[src/rtl/pwm_regtimer_pkg.sv]
package pwm_regtimer_pkg;

  localparam int CTRL_W  = 9;
  // control bit positions
  localparam int B_EN    = 0;
  localparam int B_CONT  = 1;
  localparam int B_OUTEN = 3;
  localparam int B_POL   = 3;
  localparam int B_IDLE  = 4;
  localparam int B_ALIGN = 5;
  localparam int B_LPWR  = 8;

  typedef enum logic [1:0] {
    RS_CNT  = 2'd0,
    RS_PER  = 2'd1,
    RS_DUTY = 2'd2,
    RS_CTRL = 2'd3
  } reg_role_e;

  typedef struct packed {
    logic run;
    logic act_lvl;
    logic idle_lvl;
    logic right_al;
  } mode_t;

  function automatic reg_role_e slot_role(input int layout, input logic [1:0] slot);
    reg_role_e r;
    case (layout)
      0: begin
        case (slot)
          2'd0:    r = RS_CNT;
          2'd1:    r = RS_DUTY;
          2'd2:    r = RS_PER;
          default: r = RS_CTRL;
        endcase
      end
      1: begin
        case (slot)
          2'd0:    r = RS_CNT;
          2'd1:    r = RS_PER;
          2'd2:    r = RS_DUTY;
          default: r = RS_CTRL;
        endcase
      end
      default: begin
        case (slot)
          2'd0:    r = RS_CTRL;
          2'd1:    r = RS_PER;
          2'd2:    r = RS_DUTY;
          default: r = RS_CNT;
        endcase
      end
    endcase
    return r;
  endfunction

  function automatic int presc_div(input int layout);
    return (layout == 0) ? 2 : 1;
  endfunction

endpackage

[src/rtl/pwm_regfile.sv]
module pwm_regfile
  import pwm_regtimer_pkg::*;
#(
  parameter int LAYOUT = 1,
  parameter int DATA_W = 32,
  parameter int ADDR_W = 4
) (
  input  logic              clk,
  input  logic              rst_n,
  input  logic              bus_wr,
  input  logic              bus_rd,
  input  logic [ADDR_W-1:0] bus_addr,
  input  logic [DATA_W-1:0] bus_wdata,
  input  logic [DATA_W-1:0] cnt_q,
  output logic [DATA_W-1:0] per_q,
  output logic [DATA_W-1:0] duty_q,
  output logic [CTRL_W-1:0] ctrl_q,
  output logic              cnt_wr,
  output logic [DATA_W-1:0] bus_rdata
);
  localparam int SLOT_LSB = 2;

  reg_role_e        role;
  logic [DATA_W-1:0] rd_mux;

  assign role   = slot_role(LAYOUT, bus_addr[SLOT_LSB+1:SLOT_LSB]);
  assign cnt_wr = bus_wr && (role == RS_CNT);

  always_ff @(posedge clk) begin
    if (!rst_n) begin
      per_q  <= '0;
      duty_q <= '0;
      ctrl_q <= '0;
    end else if (bus_wr) begin
      case (role)
        RS_PER:  per_q  <= bus_wdata;
        RS_DUTY: duty_q <= bus_wdata;
        RS_CTRL: ctrl_q <= bus_wdata[CTRL_W-1:0];
        default: ;
      endcase
    end
  end

  always_comb begin
    case (role)
      RS_CNT:  rd_mux = cnt_q;
      RS_PER:  rd_mux = per_q;
      RS_DUTY: rd_mux = duty_q;
      default: rd_mux = DATA_W'(ctrl_q);
    endcase
  end

  always_ff @(posedge clk) begin
    if (!rst_n)      bus_rdata <= '0;
    else if (bus_rd) bus_rdata <= rd_mux;
  end

endmodule

[src/rtl/pwm_mode_decode.sv]
module pwm_mode_decode
  import pwm_regtimer_pkg::*;
#(
  parameter int LAYOUT = 1
) (
  input  logic [CTRL_W-1:0] ctrl_q,
  output mode_t             mode
);
  generate
    if (LAYOUT == 0) begin : g_plain
      assign mode.run      = ctrl_q[B_EN] & ctrl_q[B_OUTEN];
      assign mode.act_lvl  = 1'b1;
      assign mode.idle_lvl = 1'b0;
      assign mode.right_al = 1'b0;
    end else begin : g_rich
      assign mode.run      = ctrl_q[B_EN] & ctrl_q[B_CONT];
      assign mode.act_lvl  = ctrl_q[B_POL];
      assign mode.idle_lvl = ctrl_q[B_IDLE];
      assign mode.right_al = ctrl_q[B_ALIGN];
    end
  endgenerate

endmodule

[src/rtl/pwm_counter.sv]
module pwm_counter
  import pwm_regtimer_pkg::*;
#(
  parameter int LAYOUT = 1,
  parameter int DATA_W = 32
) (
  input  logic              clk,
  input  logic              rst_n,
  input  logic              run,
  input  logic [DATA_W-1:0] per_q,
  input  logic              cnt_wr,
  input  logic [DATA_W-1:0] cnt_wdata,
  output logic [DATA_W-1:0] cnt_q,
  output logic              tick
);
  localparam int PRESC = presc_div(LAYOUT);

  logic last;

  generate
    if (PRESC == 2) begin : g_div2
      logic ph_q;
      always_ff @(posedge clk) begin
        if (!rst_n)              ph_q <= 1'b0;
        else if (cnt_wr || !run) ph_q <= 1'b0;
        else                     ph_q <= ~ph_q;
      end
      assign tick = run & ph_q;
    end else begin : g_div1
      assign tick = run;
    end
  endgenerate

  assign last = (per_q == '0) || (cnt_q >= per_q - DATA_W'(1));

  always_ff @(posedge clk) begin
    if (!rst_n)      cnt_q <= '0;
    else if (cnt_wr) cnt_q <= cnt_wdata;
    else if (!run)   cnt_q <= '0;
    else if (tick)   cnt_q <= last ? '0 : cnt_q + DATA_W'(1);
  end

endmodule

[src/rtl/pwm_outgen.sv]
module pwm_outgen
  import pwm_regtimer_pkg::*;
#(
  parameter int DATA_W = 32
) (
  input  logic              clk,
  input  logic              rst_n,
  input  mode_t             mode,
  input  logic [DATA_W-1:0] cnt_q,
  input  logic [DATA_W-1:0] per_q,
  input  logic [DATA_W-1:0] duty_q,
  output logic              pwm_out
);
  logic in_duty;

  always_comb begin
    if (duty_q == '0)         in_duty = 1'b0;
    else if (duty_q >= per_q) in_duty = 1'b1;
    else if (mode.right_al)   in_duty = (cnt_q >= per_q - duty_q);
    else                      in_duty = (cnt_q < duty_q);
  end

  always_ff @(posedge clk) begin
    if (!rst_n)         pwm_out <= 1'b0;
    else if (!mode.run) pwm_out <= mode.idle_lvl;
    else                pwm_out <= in_duty ? mode.act_lvl : ~mode.act_lvl;
  end

endmodule

[src/rtl/pwm_regtimer.sv]
module pwm_regtimer
  import pwm_regtimer_pkg::*;
#(
  parameter int LAYOUT = 1,
  parameter int DATA_W = 32,
  parameter int ADDR_W = 4
) (
  input  logic              clk,
  input  logic              rst_n,
  input  logic              bus_wr,
  input  logic              bus_rd,
  input  logic [ADDR_W-1:0] bus_addr,
  input  logic [DATA_W-1:0] bus_wdata,
  output logic [DATA_W-1:0] bus_rdata,
  output logic              pwm_out
);
  logic [DATA_W-1:0] per_q, duty_q, cnt_q;
  logic [CTRL_W-1:0] ctrl_q;
  logic              cnt_wr, tick_w, run_w, idle_w;
  mode_t             mode_w;

  pwm_regfile #(.LAYOUT(LAYOUT), .DATA_W(DATA_W), .ADDR_W(ADDR_W)) u_regs (
    .clk(clk), .rst_n(rst_n), .bus_wr(bus_wr), .bus_rd(bus_rd),
    .bus_addr(bus_addr), .bus_wdata(bus_wdata), .cnt_q(cnt_q),
    .per_q(per_q), .duty_q(duty_q), .ctrl_q(ctrl_q),
    .cnt_wr(cnt_wr), .bus_rdata(bus_rdata)
  );

  pwm_mode_decode #(.LAYOUT(LAYOUT)) u_mode (
    .ctrl_q(ctrl_q), .mode(mode_w)
  );

  assign run_w  = mode_w.run;
  assign idle_w = mode_w.idle_lvl;

  pwm_counter #(.LAYOUT(LAYOUT), .DATA_W(DATA_W)) u_cnt (
    .clk(clk), .rst_n(rst_n), .run(run_w), .per_q(per_q),
    .cnt_wr(cnt_wr), .cnt_wdata(bus_wdata), .cnt_q(cnt_q), .tick(tick_w)
  );

  pwm_outgen #(.DATA_W(DATA_W)) u_out (
    .clk(clk), .rst_n(rst_n), .mode(mode_w), .cnt_q(cnt_q),
    .per_q(per_q), .duty_q(duty_q), .pwm_out(pwm_out)
  );

endmodule

[config.mk]
export PLATFORM = sky130hd
export DESIGN_NAME = pwm_regtimer
export DESIGN_NICKNAME = d
export VERILOG_FILES = /design/src/rtl/pwm_regtimer_pkg.sv /design/src/rtl/pwm_regfile.sv /design/src/rtl/pwm_mode_decode.sv /design/src/rtl/pwm_counter.sv /design/src/rtl/pwm_outgen.sv /design/src/rtl/pwm_regtimer.sv
export SDC_FILE = /design/constraint.sdc
export NUM_CORES = 1
export LEC_CHECK = 0
export ABC_AREA = 1
export ABC_CLOCK_PERIOD_IN_PS = 5000
export CELL_PAD_IN_SITES_DETAIL_PLACEMENT = 0
export CELL_PAD_IN_SITES_GLOBAL_PLACEMENT = 1
export CORE_ASPECT_RATIO = 0.6
export CORE_MARGIN = 3
export CORE_UTILIZATION = 47
export CTS_CLUSTER_DIAMETER = 30
export CTS_CLUSTER_SIZE = 20
export DETAILED_ROUTE_END_ITERATION = 10
export MAX_ROUTING_LAYER = met4
export PLACE_DENSITY_LB_ADDON = 0.1
export RECOVER_POWER = 25
export SLEW_MARGIN = 20
export SYNTH_ARGS = -nofsm -noshare
export SYNTH_HDL_FRONTEND = slang
export SYNTH_HIERARCHICAL = 1
export SYNTH_SLANG_ARGS = --single-unit
[constraint.sdc]
create_clock -name clk -period 5 [get_ports clk]
set_input_delay 0.5 -clock clk [delete_from_list [all_inputs] [get_ports clk]]
set_output_delay 0.5 -clock clk [all_outputs]
set_load 0.005 [all_outputs]
# [Word-level counts from Yosys, hierarchy flattened]
# Cells that the tools add are included.
[word_totals] ff_bits=138 latchBits=0 mem_bits_rw=0 rom_bits=0 inputBits=40 out_inout_bits=33 n_memories=0
[classes] n_addsub=3 n_mul=0 n_div=0 magnitude_cmp=4 n_eq_ne=5 shifts=0 muxes=10 bitwise_logic=2 n_reduce_logical=9
[ops] operator=">= comparator 32 bit" count=3
[ops] operator="2-to-1 mux 32 bit" count=3
[ops] operator="case mux 32 bit (3 select lines)" count=1
[ops] operator="logical NOT 32 bit" count=2
[ops] operator="adder 32 x 1 -> 32 bit (second input constant)" count=1
[ops] operator="< comparator 32 bit" count=1
[ops] operator="subtractor 32 x 1 -> 32 bit (second input constant)" count=1
[ops] operator="subtractor 32 bit" count=1
[ops] operator="== test 2 bit (second input constant)" count=3
[ops] operator="case mux 2 bit (3 select lines)" count=1
[ops] operator="AND reduction 2 bit" count=3
[ops] operator="2-to-1 mux 1 bit" count=5
[ops] operator="== test 2 x 1 -> 1 bit (second input constant)" count=2
[ops] operator="logical NOT 2 bit" count=2
[ops] operator="bitwise AND 1 bit" count=1
[ops] operator="logical AND 1 bit" count=1
[ops] operator="logical OR 1 bit" count=1
[ops] operator="NOT 1 bit" count=1

# [Depth between registers and ports, before layout]
# Gate-level depths: netlist (run 1).
[logic_depth] ltp_word=7 ltp_mapped=28 depth_no_buf=28

# [Cells and area by module]
# Netlist (run 1), hierarchy kept.
[modules_own_cells] module="pwm_regfile" n_inst=1 cells_per_inst=615 area_per_inst_um2=4526.8 seq_area_each_um2=2102.0
[modules_own_cells] module="pwm_counter" n_inst=1 cells_per_inst=652 area_per_inst_um2=3876.2 seq_area_each_um2=640.6
[modules_own_cells] module="pwm_outgen" n_inst=1 cells_per_inst=545 area_per_inst_um2=3520.9 seq_area_each_um2=20.0
[modules_own_cells] module="pwm_mode_decode" n_inst=1 cells_per_inst=5 area_per_inst_um2=30.0 seq_area_each_um2=0.0

# [Worst setup path before layout (run 1)]
# No wires, ideal clock.
[synth_path] kind="register to register" start="register u_regs.duty_q[0]" end="register u_out.pwm_out" t_arrival_ns=3.038 required_time_ns=4.891 setup_slack_ns=1.853 stages_incl_launch_ff=25 cell_sequence="dfxtp_1 > ha_1 > inv_1 > fa_1 > nand3_1 > nand3_2 > a21oi_2 > o21ai_2 > a21oi_2 > o21ai_1 > xor2_1 > ha_1 > nand2_1 > nor2_1 > nand2_1 > nor4b_1 > nand2_1 > nand2_1 > nand2_1 > nand3_1 > nand2_1 > nand2_1 > nand3_1 > nand2_1 > inv_1"
[synth_via] elab_chain_len=7 word_cells_on_any_way=10
[synth_rtl] element="start: declaration" line_no="pwm_regfile.sv:16" text="output logic [DATA_W-1:0] duty_q,"
[synth_rtl] element="start signal: assignment" line_no="pwm_regfile.sv:37" text="RS_DUTY: duty_q <= bus_wdata;"
[synth_rtl] element="subtractor 32 bit" line_no="pwm_outgen.sv:19" text="else if (mode.right_al) in_duty = (cnt_q >= per_q - duty_q);"
[synth_rtl] element=">= comparator 32 bit" line_no="pwm_outgen.sv:19"
[synth_rtl] element="2-to-1 mux 1 bit" line_no="pwm_outgen.sv:19"
[synth_rtl] element="2-to-1 mux 1 bit" line_no="pwm_outgen.sv:18" text="else if (duty_q >= per_q) in_duty = 1'b1;"
[synth_rtl] element="2-to-1 mux 1 bit *" line_no="pwm_outgen.sv:17" text="if (duty_q == '0) in_duty = 1'b0;"
[synth_rtl] element="2-to-1 mux 1 bit *" line_no="pwm_outgen.sv:26" text="else pwm_out <= in_duty ? mode.act_lvl : ~mode.act_lvl;"
[synth_rtl] element="2-to-1 mux 1 bit *" line_no="pwm_outgen.sv:25" text="else if (!mode.run) pwm_out <= mode.idle_lvl;"
[synth_rtl] element="end signal: assignment" line_no="pwm_outgen.sv:25"
[synth_rtl] element="end signal: assignment" line_no="pwm_outgen.sv:26"
[synth_rtl] element="end: declaration" line_no="pwm_outgen.sv:12" text="output logic pwm_out"
# Mark *: on every way between the ends. The rest lies on a longest branch, timed or not.
# A chain may end at the register's enable or synchronous reset.

# [Final worst setup path (run 1)]
[layout_path] start="input port bus_addr[2]" end="register u_regs.duty_q[22]"
[layout_via] elab_chain_len=4 word_cells_on_any_way=6
[layout_rtl] element="start: declaration" line_no="pwm_regtimer.sv:12" text="input logic [ADDR_W-1:0] bus_addr,"
[layout_rtl] element="== test 2 bit (tied with other cells)" line_no="pwm_regtimer_pkg.sv:39" text="case (slot)"
[layout_rtl] element="case mux 2 bit (3 select lines) *" line_no="pwm_regtimer_pkg.sv:39"
[layout_rtl] element="== test 2 bit *" line_no="pwm_regfile.sv:35" text="case (role)"
[layout_rtl] element="AND reduction 2 bit (no source line) *"
# Marks and branches as above.

==> results.md, run 1 <==
| Stage | Item | This run |
|---|---|---|
| status | Run status | complete, but fails checks |
| status | Failing checks | capacitance limit, slew limit |
| floorplan | Area of the core | 24550 um2 |
| flow run | Count of maximum capacitance violations | 1 |
| detailed routing | Residual DRC | 0 |
| timing | Max Transition Viols Final | 44 |
| global routing | GR Layer Usage met2 | 0.4103 |
| clock tree | Clock insertion delay at the later pin of the skew report | 430 ps |
| detailed routing | Routed Antenna Nets | 0 |
| finish | Antenna fix cells | 0 |
| global routing | Met1 routing resource usage after global routing | 0.5126 |
| floorplan | Number of core rows | 44 |
| pwr | Switching power of the nets | 1.357 mW |
| detailed routing | Routed wire length | 43620 um |
| global routing | Overall fraction of global-route tracks in use | 0.3275 |
| floorplan | Die Footprint | 27430 um2 |
| floorplan | Vertical die dimension | 129.5 um |
| clock tree | Number of buffers created by CTS | 17 |
| worst setup path | Setup crit start kind | input pin |
| worst setup path | Crit Path Category | input pin to flop |
| pwr | Part of the power in the clock network | 0.352 |
| detailed routing | Wire per inst | 19.98 um |
| worst setup path | Data required time at the worst endpoint | 5340 ps |
| placed design | DP HPWL | 33870 um |
| clock tree | # H-tree levels | 4 |
| global routing | GRT overflow | 0 |
| clock tree | Setup Buffers After CTS | 0 |
| clock tree | Cts hold-fix bufs | 0 |
| timing | Aggregate negative setup slack | 0 ps |
| pwr | Leakage | 5.677 nW |
| detailed routing | Vias/cell | 5.730 |
| clock tree | CTS Sinks | 138 |
| pwr | Internal Power | 2.323 mW |
| timing | Worst-margin pin slew | 2418 ps |
| finish | Finished Core Util | 0.5433 |
| pwr | Sequential group share of total power | 0.334 |
| clock tree | Number of resized instances in the post-cts repair step | 0 |
| timing | Highest Clock Rate | 221.9 MHz |
| clock tree | Root buffer cell | sky130_fd_sc_hd__clkbuf_16 |
| pwr | Power density over the cells | 275.8 nW/um2 |
| timing | Largest clock skew in the final design | 10.02 ps |
| placed design | Count of input and output buffers | 70 |
| floorplan | Horizontal extent of the die | 211.8 um |
| detailed routing | Number of DRC markers in iteration 0 | 1647 |
| logic synthesis | Mean area per synthesized cell | 6.578 um2 |
| timing | Total count of hold-check failures in the final report | 0 |
| logic synthesis | Synth warnings | 6 |
| placed design | Placer Congestion | 0.9478 |
| global routing | Number of antenna violations at the first check in global routing | 0 |
| floorplan | Boundary pin count | 73 |
| pwr | Portion of total power attributed to combinational logic | 0.314 |
| timing | Share of the clock period used by the worst path | 0.9015 |
| detailed routing | Total vias in the final route | 12510 |
| finish | Number of filler cells placed in the layout | 2536 |
| pwr | Max IR drop VDD | 0.0002464 V |
| floorplan | Initial standard-cell utilization of the core | 0.4865 |
| worst setup path | Arrival time at the worst endpoint | 4850 ps |
| clock tree | Clock slew seen by the registers of the worst setup and hold paths | 60 ps |
| global routing | Layer with the highest usage | met1 |
| global routing | Pin count of the biggest net entering global routing | 65 |
| timing | Unrepaired setup endpoints after global routing | no |
| logic synthesis | Cell count after synthesis | 1816 |
| clock tree | Max Buffers Root-to-Sink | 2 |
| clock tree | CTS tree | yes |
| finish | Layout overhead on the synthesized area | 11.67% |
| finish | Count of nets after finishing | 2018 |
| worst setup path | Kind of capture point of the worst setup path | flop |
| global routing | Met3 GRT Util | 0.09218 |
| detailed routing | Iteration count of the initial detailed-routing pass | 5 |
| timing | Clock period minus worst slack | 4507 ps |
| logic synthesis | Synthesized Nets | 1986 |
| worst setup path | Peak fanout along the critical path | 64 |
| logic synthesis | Cell area after synthesis | 11950 um2 |
| global routing | Via count of the first global-routing pass | 11380 |
| global routing | Wire length of the first global-routing pass | 66540 um |
| finish | Share of layout cells above drive strength 1 | 0.06556 |
| timing | Normalized max-slew margin | -0.6119 |
| timing | Number of endpoints failing setup at the final stage | 0 |
| hold path | Type of the tightest min-delay check | flop to flop |
| pwr | Switching share of power | 0.3688 |
-- metrics by stage --
step	power (mW)	std cells	hold slack [ps]	worst slack [ps]	cell area, um2
floorplan	2.052	1816	429.7	1854	11950
global placement	2.354	2151	439.6	1095	12750
detailed placement	2.377	2151	449.2	970.4	12750
CTS	3.672	2183	459.0	975.5	13350
global route	3.881	2183	470.7	423.2	13340
finish	3.679	2183	455.0	492.6	13340
-- layout make-up --
type / count / area, um2 / share of cell area
multi-input cells: 1381 / 7940 / 0.5952
flip-flops and latches: 138 / 2763 / 0.2071
inverters: 229 / 859.6 / 0.06443
repair buffers: 81 / 774.5 / 0.05806
clock buffers: 19 / 442.9 / 0.03320
well taps: 322 / 402.9 / 0.03020
clock inverters: 13 / 157.7 / 0.01182
-- sequential cells by signal, indices dropped and copies added (netlist names) --
register,cells
u_cnt/cnt_q,32
u_regs/bus_rdata,32
u_regs/duty_q,32
u_regs/per_q,32
u_regs/ctrl_q,9
u_out/pwm_out,1
-- power groups by stage --
| stage | clock [mW] | combinational, mW | sequential (mW) |
|---|---|---|---|
| 2_1_floorplan | 0 | 0.845 | 1.21 |
| 3_3_place_gp | 0 | 1.11 | 1.25 |
| 3_5_place_dp | 0 | 1.13 | 1.25 |
| 4_1_cts | 1.31 | 1.14 | 1.22 |
| 5_1_grt | 1.36 | 1.29 | 1.23 |
| 6_report | 1.30 | 1.16 | 1.23 |
-- metal layers --
metal,wire length (um),vias up,share of wire
met5,0,-,0
met3,5247,32,0.12
met4,305,0,0.0070
met1,22480,5829,0.52
met2,15590,568,0.36
li1,-,6079,-
-- critical path: stages --
cell and delay (ps):
sky130_fd_sc_hd__dlygate4sd3_1 520, sky130_fd_sc_hd__clkbuf_1 1720, sky130_fd_sc_hd__inv_2 910, sky130_fd_sc_hd__nand3_4 800, sky130_fd_sc_hd__o21ai_0 210, sky130_fd_sc_hd__a21oi_1 150
-- worst paths after layout --
kind / startpoint / endpoint / slack (ps) / cells after the start
hold / removal: u_regs/ctrl_q[8] / u_regs/ctrl_q[8] / 460 / 2
setup / recovery: bus_addr[2] / u_regs/duty_q[22] / 490 / 6
hold reg to reg: u_regs/ctrl_q[8] / u_regs/ctrl_q[8] / 460 / 2
setup reg to reg: u_regs/duty_q[15] / u_out/pwm_out / 910 / 24
-- layout by cell type (no fill, tap or decap), types with 6 or more instances in the layout --
cell type / count
sky130_fd_sc_hd__nand3_1: 126
sky130_fd_sc_hd__xor2_1: 34
sky130_fd_sc_hd__o21bai_1: 7
sky130_fd_sc_hd__a21oi_1: 220
sky130_fd_sc_hd__o21a_1: 10
sky130_fd_sc_hd__nor2_1: 154
sky130_fd_sc_hd__o21ai_0: 108
sky130_fd_sc_hd__nand2_2: 16
sky130_fd_sc_hd__clkdlybuf4s50_1: 35
sky130_fd_sc_hd__ha_1: 129
sky130_fd_sc_hd__nand2_1: 397
sky130_fd_sc_hd__nor2_2: 12
sky130_fd_sc_hd__a21oi_2: 9
sky130_fd_sc_hd__dlygate4sd3_1: 34
sky130_fd_sc_hd__clkbuf_16: 17
sky130_fd_sc_hd__o21ai_1: 11
sky130_fd_sc_hd__inv_1: 222
sky130_fd_sc_hd__nand4_1: 48
sky130_fd_sc_hd__inv_2: 6
sky130_fd_sc_hd__nor3_1: 9
sky130_fd_sc_hd__dfxtp_1: 138
sky130_fd_sc_hd__buf_4: 10
sky130_fd_sc_hd__nor4_1: 14
sky130_fd_sc_hd__nor2_4: 13
sky130_fd_sc_hd__xnor2_1: 26
No activity file was read; power rests on OpenSTA's default activity.
==> run 2: changes to the inputs <==
- SLEW_MARGIN: 20 -> 5
==> run 2 against run 1 <==
Against the previous run: combinational power about the same; critical path depth unchanged; the run still ends with capacitance limit, slew limit left; largest power group unchanged; die area unchanged; critical endpoint unchanged.
==> results.md, run 2 (synthesized netlist as in run 1, its figures left out) <==
| Stage | Item | This run | Delta |
|---|---|---|---|
| timing | Max Transition Viols Final | 44 | unchanged |
| worst setup path | Peak fanout along the critical path | 64 | unchanged |
| finish | Area used by sequential logic in the layout | 2763 um2 | unchanged |
| detailed routing | Top Layer Used | met4 |  |
| worst setup path | Critical Path Source | bus_addr[2] |  |
| detailed routing | Vias/cell | 5.722 | -0.13% |
| finish | Layout overhead on the synthesized area | 11.65% | about the same |
| timing | Total count of hold-check failures in the final report | 0 | unchanged |
| detailed routing | Met3 wire length | 5323 um | +1.4% |
| worst setup path | Data required time at the worst endpoint | 5340 ps | about the same |
| detailed routing | Met1 layer wirelength in the final routing | 22290 um | -0.83% |
| status | Failing checks | capacitance limit, slew limit |  |
| placed design | Placer Congestion | 0.9478 | unchanged |
| floorplan | Boundary pin count | 73 | unchanged |
| detailed routing | Total vias in the final route | 12490 | -0.13% |
| finish | Commonest non-fill, non-tap cells in the layout | sky130_fd_sc_hd__nand2_1 (398), sky130_fd_sc_hd__inv_1 (222), sky130_fd_sc_hd__a21oi_1 (220), sky130_fd_sc_hd__nor2_1 (154), sky130_fd_sc_hd__dfxtp_1 (138) |  |
| detailed routing | Number of DRC markers in iteration 0 | 1588 | -3.6% |
| pwr | Switching power of the nets | 1.356 mW | about the same |
| worst setup path | Crit Reg-Reg Endpoint | u_out/pwm_out |  |
| global routing | Pin count of the biggest net entering global routing | 65 | unchanged |
| finish | Most common library cell in the layout ignoring fill and taps | sky130_fd_sc_hd__nand2_1 |  |
| global routing | Via count of the first global-routing pass | 11380 | unchanged |
| pwr | Switching share of power | 0.3686 | about the same |
| worst setup path | Worst setup path endpoint | u_regs/duty_q[22] |  |
| pwr | Final Power | 3.678 mW | about the same |
| pwr | Sequential group share of total power | 0.334 | about the same |
| finish | Number of filler cells placed in the layout | 2537 | +0.039% |
| pwr | Internal Power | 2.322 mW | about the same |
| detailed routing | Iteration count of the initial detailed-routing pass | 5 | unchanged |
| worst setup path | Setup crit start kind | input pin |  |
| detailed routing | Amount of wire on met2 after detailed routing | 15680 um | +0.59% |
| floorplan | Horizontal extent of the die | 211.8 um | unchanged |
| timing | Number of endpoints failing setup at the final stage | 0 | unchanged |
| finish | Antenna fix cells | 0 | unchanged |
| placed design | Count of input and output buffers | 70 | unchanged |
| floorplan | Die Footprint | 27430 um2 | unchanged |
| hold path | Type of the tightest min-delay check | flop to flop |  |
| global routing | Wire length of the first global-routing pass | 66540 um | unchanged |
| detailed routing | Routed Antenna Nets | 0 | unchanged |
| finish | Share of layout cells above drive strength 1 | 0.06502 | -0.0005373 |
| clock tree | Max Buffers Root-to-Sink | 2 | unchanged |
| clock tree | Clock insertion delay at the later pin of the skew report | 430 ps | about the same |
| timing | Normalized max-slew margin | -0.6274 | -0.01546 |
| worst setup path | R2R cell count | 24 | unchanged |
| global routing | Overall fraction of global-route tracks in use | 0.3275 | unchanged |
| worst setup path | Crit Path Category | input pin to flop |  |
| worst setup path | Reg2Reg Setup Slack | 920 ps | about the same |
| floorplan | Vertical die dimension | 129.5 um | unchanged |
| global routing | Number of antenna violations at the first check in global routing | 0 | unchanged |
| clock tree | Setup Buffers After CTS | 0 | unchanged |
| detailed routing | Routed wire length | 43610 um | about the same |
| worst setup path | Arrival time at the worst endpoint | 4850 ps | about the same |
| pwr | Leakage | 5.676 nW | about the same |
| timing | Highest Clock Rate | 221.8 MHz | about the same |
| finish | Finished Cell Area | 13340 um2 | about the same |
| clock tree | Clock slew seen by the registers of the worst setup and hold paths | 60 ps | about the same |
| timing | Worst-margin pin slew | 2441 ps | +23.19 ps |
| pwr | Portion of total power attributed to combinational logic | 0.314 | about the same |
| floorplan | Area of the core | 24550 um2 | unchanged |
| timing | Unrepaired setup endpoints after global routing | no |  |
| detailed routing | Wire per inst | 19.97 um | about the same |
| clock tree | Number of resized instances in the post-cts repair step | 0 | unchanged |
| worst setup path | Kind of capture point of the worst setup path | flop |  |
| global routing | GRT overflow | 0 | unchanged |
| placed design | Cell area after placement | 12750 um2 | unchanged |
| clock tree | Cts hold-fix bufs | 0 | unchanged |
| timing | Share of the clock period used by the worst path | 0.9016 | about the same |
| detailed routing | Residual DRC | 0 | unchanged |
| clock tree | CTS Sinks | 138 | unchanged |
| pwr | Max IR drop VDD | 0.0002467 V | +0.13% |
| status | Run status | complete, but fails checks |  |
| floorplan | Number of core rows | 44 | unchanged |
| clock tree | Root buffer cell | sky130_fd_sc_hd__clkbuf_16 |  |
| timing | Clock period minus worst slack | 4508 ps | +0.7510 ps |
| finish | Footprint of the multi-input gates | 7938 um2 | about the same |
| clock tree | # H-tree levels | 4 | unchanged |
| placed design | DP HPWL | 33870 um | unchanged |
| worst setup path | Worst reg2reg path startpoint | u_regs/duty_q[15] |  |
| timing | Largest clock skew in the final design | 11.07 ps | +1.047 ps |
| clock tree | Number of buffers created by CTS | 17 | unchanged |
| clock tree | CTS tree | yes |  |
| pwr | Power density over the cells | 275.8 nW/um2 | about the same |
| finish | Number of cells in the finished layout apart from fillers | 2183 | unchanged |
| flow run | Count of maximum capacitance violations | 1 | unchanged |
| placed design | Placed cell count | 2151 | unchanged |
| floorplan | Initial standard-cell utilization of the core | 0.4865 | unchanged |
| finish | Count of nets after finishing | 2018 | unchanged |
| timing | Aggregate negative setup slack | 0 ps | unchanged |
| pwr | Part of the power in the clock network | 0.352 | about the same |
## run 2: cell count changes in the layout (fill, tap and decap cells not counted)
cell | before | now
sky130_fd_sc_hd__nand2_1 | 397 | 398
sky130_fd_sc_hd__nand2_2 | 16 | 15
## run 2: worst max-delay path: stages
cell	delay [ps]
sky130_fd_sc_hd__dlygate4sd3_1	520
sky130_fd_sc_hd__clkbuf_1	1730
sky130_fd_sc_hd__inv_2	900
sky130_fd_sc_hd__nand3_4	790
sky130_fd_sc_hd__o21ai_0	210
sky130_fd_sc_hd__a21oi_1	140
## run 2: cell type report
class / count / share of cell area
Clock buffer: 19 / 0.03321
Multi-Input combinational cell: 1381 / 0.5951
Sequential cell: 138 / 0.2071
Inverter: 229 / 0.06445
Timing Repair Buffer: 81 / 0.05807
Tap cell: 322 / 0.03021
Clock inverter: 13 / 0.01182
## run 2: how the worst min path moves through the flow
stage	start	end	slack, ps	cells past startpoint
final	u_regs/ctrl_q[8]	u_regs/ctrl_q[8]	460	2
after global routing	u_regs/ctrl_q[2]	u_regs/ctrl_q[2]	470	2
after CTS	u_regs/ctrl_q[8]	u_regs/ctrl_q[8]	460	2
after detailed placement	u_regs/ctrl_q[8]	u_regs/ctrl_q[8]	450	2
after global placement	u_regs/ctrl_q[6]	u_regs/ctrl_q[6]	440	2
after floorplan	u_regs/ctrl_q[2]	u_regs/ctrl_q[2]	430	2
## run 2: power by group through the flow
stage | clock network [mW] | logic (mW) | registers [mW]
final | 1.29 | 1.16 | 1.23
after global routing | 1.36 | 1.29 | 1.23
after CTS | 1.31 | 1.14 | 1.22
after detailed placement | 0 | 1.13 | 1.25
after global placement | 0 | 1.11 | 1.25
after floorplan | 0 | 0.845 | 1.21
## run 2: metal layers
metal / track usage / vias to the layer above
li1: - / 6073
met1: 0.5126 / 5810
met2: 0.4103 / 576
met3: 0.09218 / 33
met4: 0.04603 / 0
met5: - / -
## run 2: through the flow
| stage | hold slack [ps] | worst slack, ps | util |
|---|---|---|---|
| finish | 455.0 | 491.9 | 0.5432 |
| CTS | 459.0 | 975.5 | 0.5437 |
| detailed placement | 449.2 | 970.4 | 0.5192 |
| global placement | 439.6 | 1095 | 0.5192 |
| floorplan | 429.7 | 1854 | - |
| global route | 470.7 | 423.2 | 0.5432 |
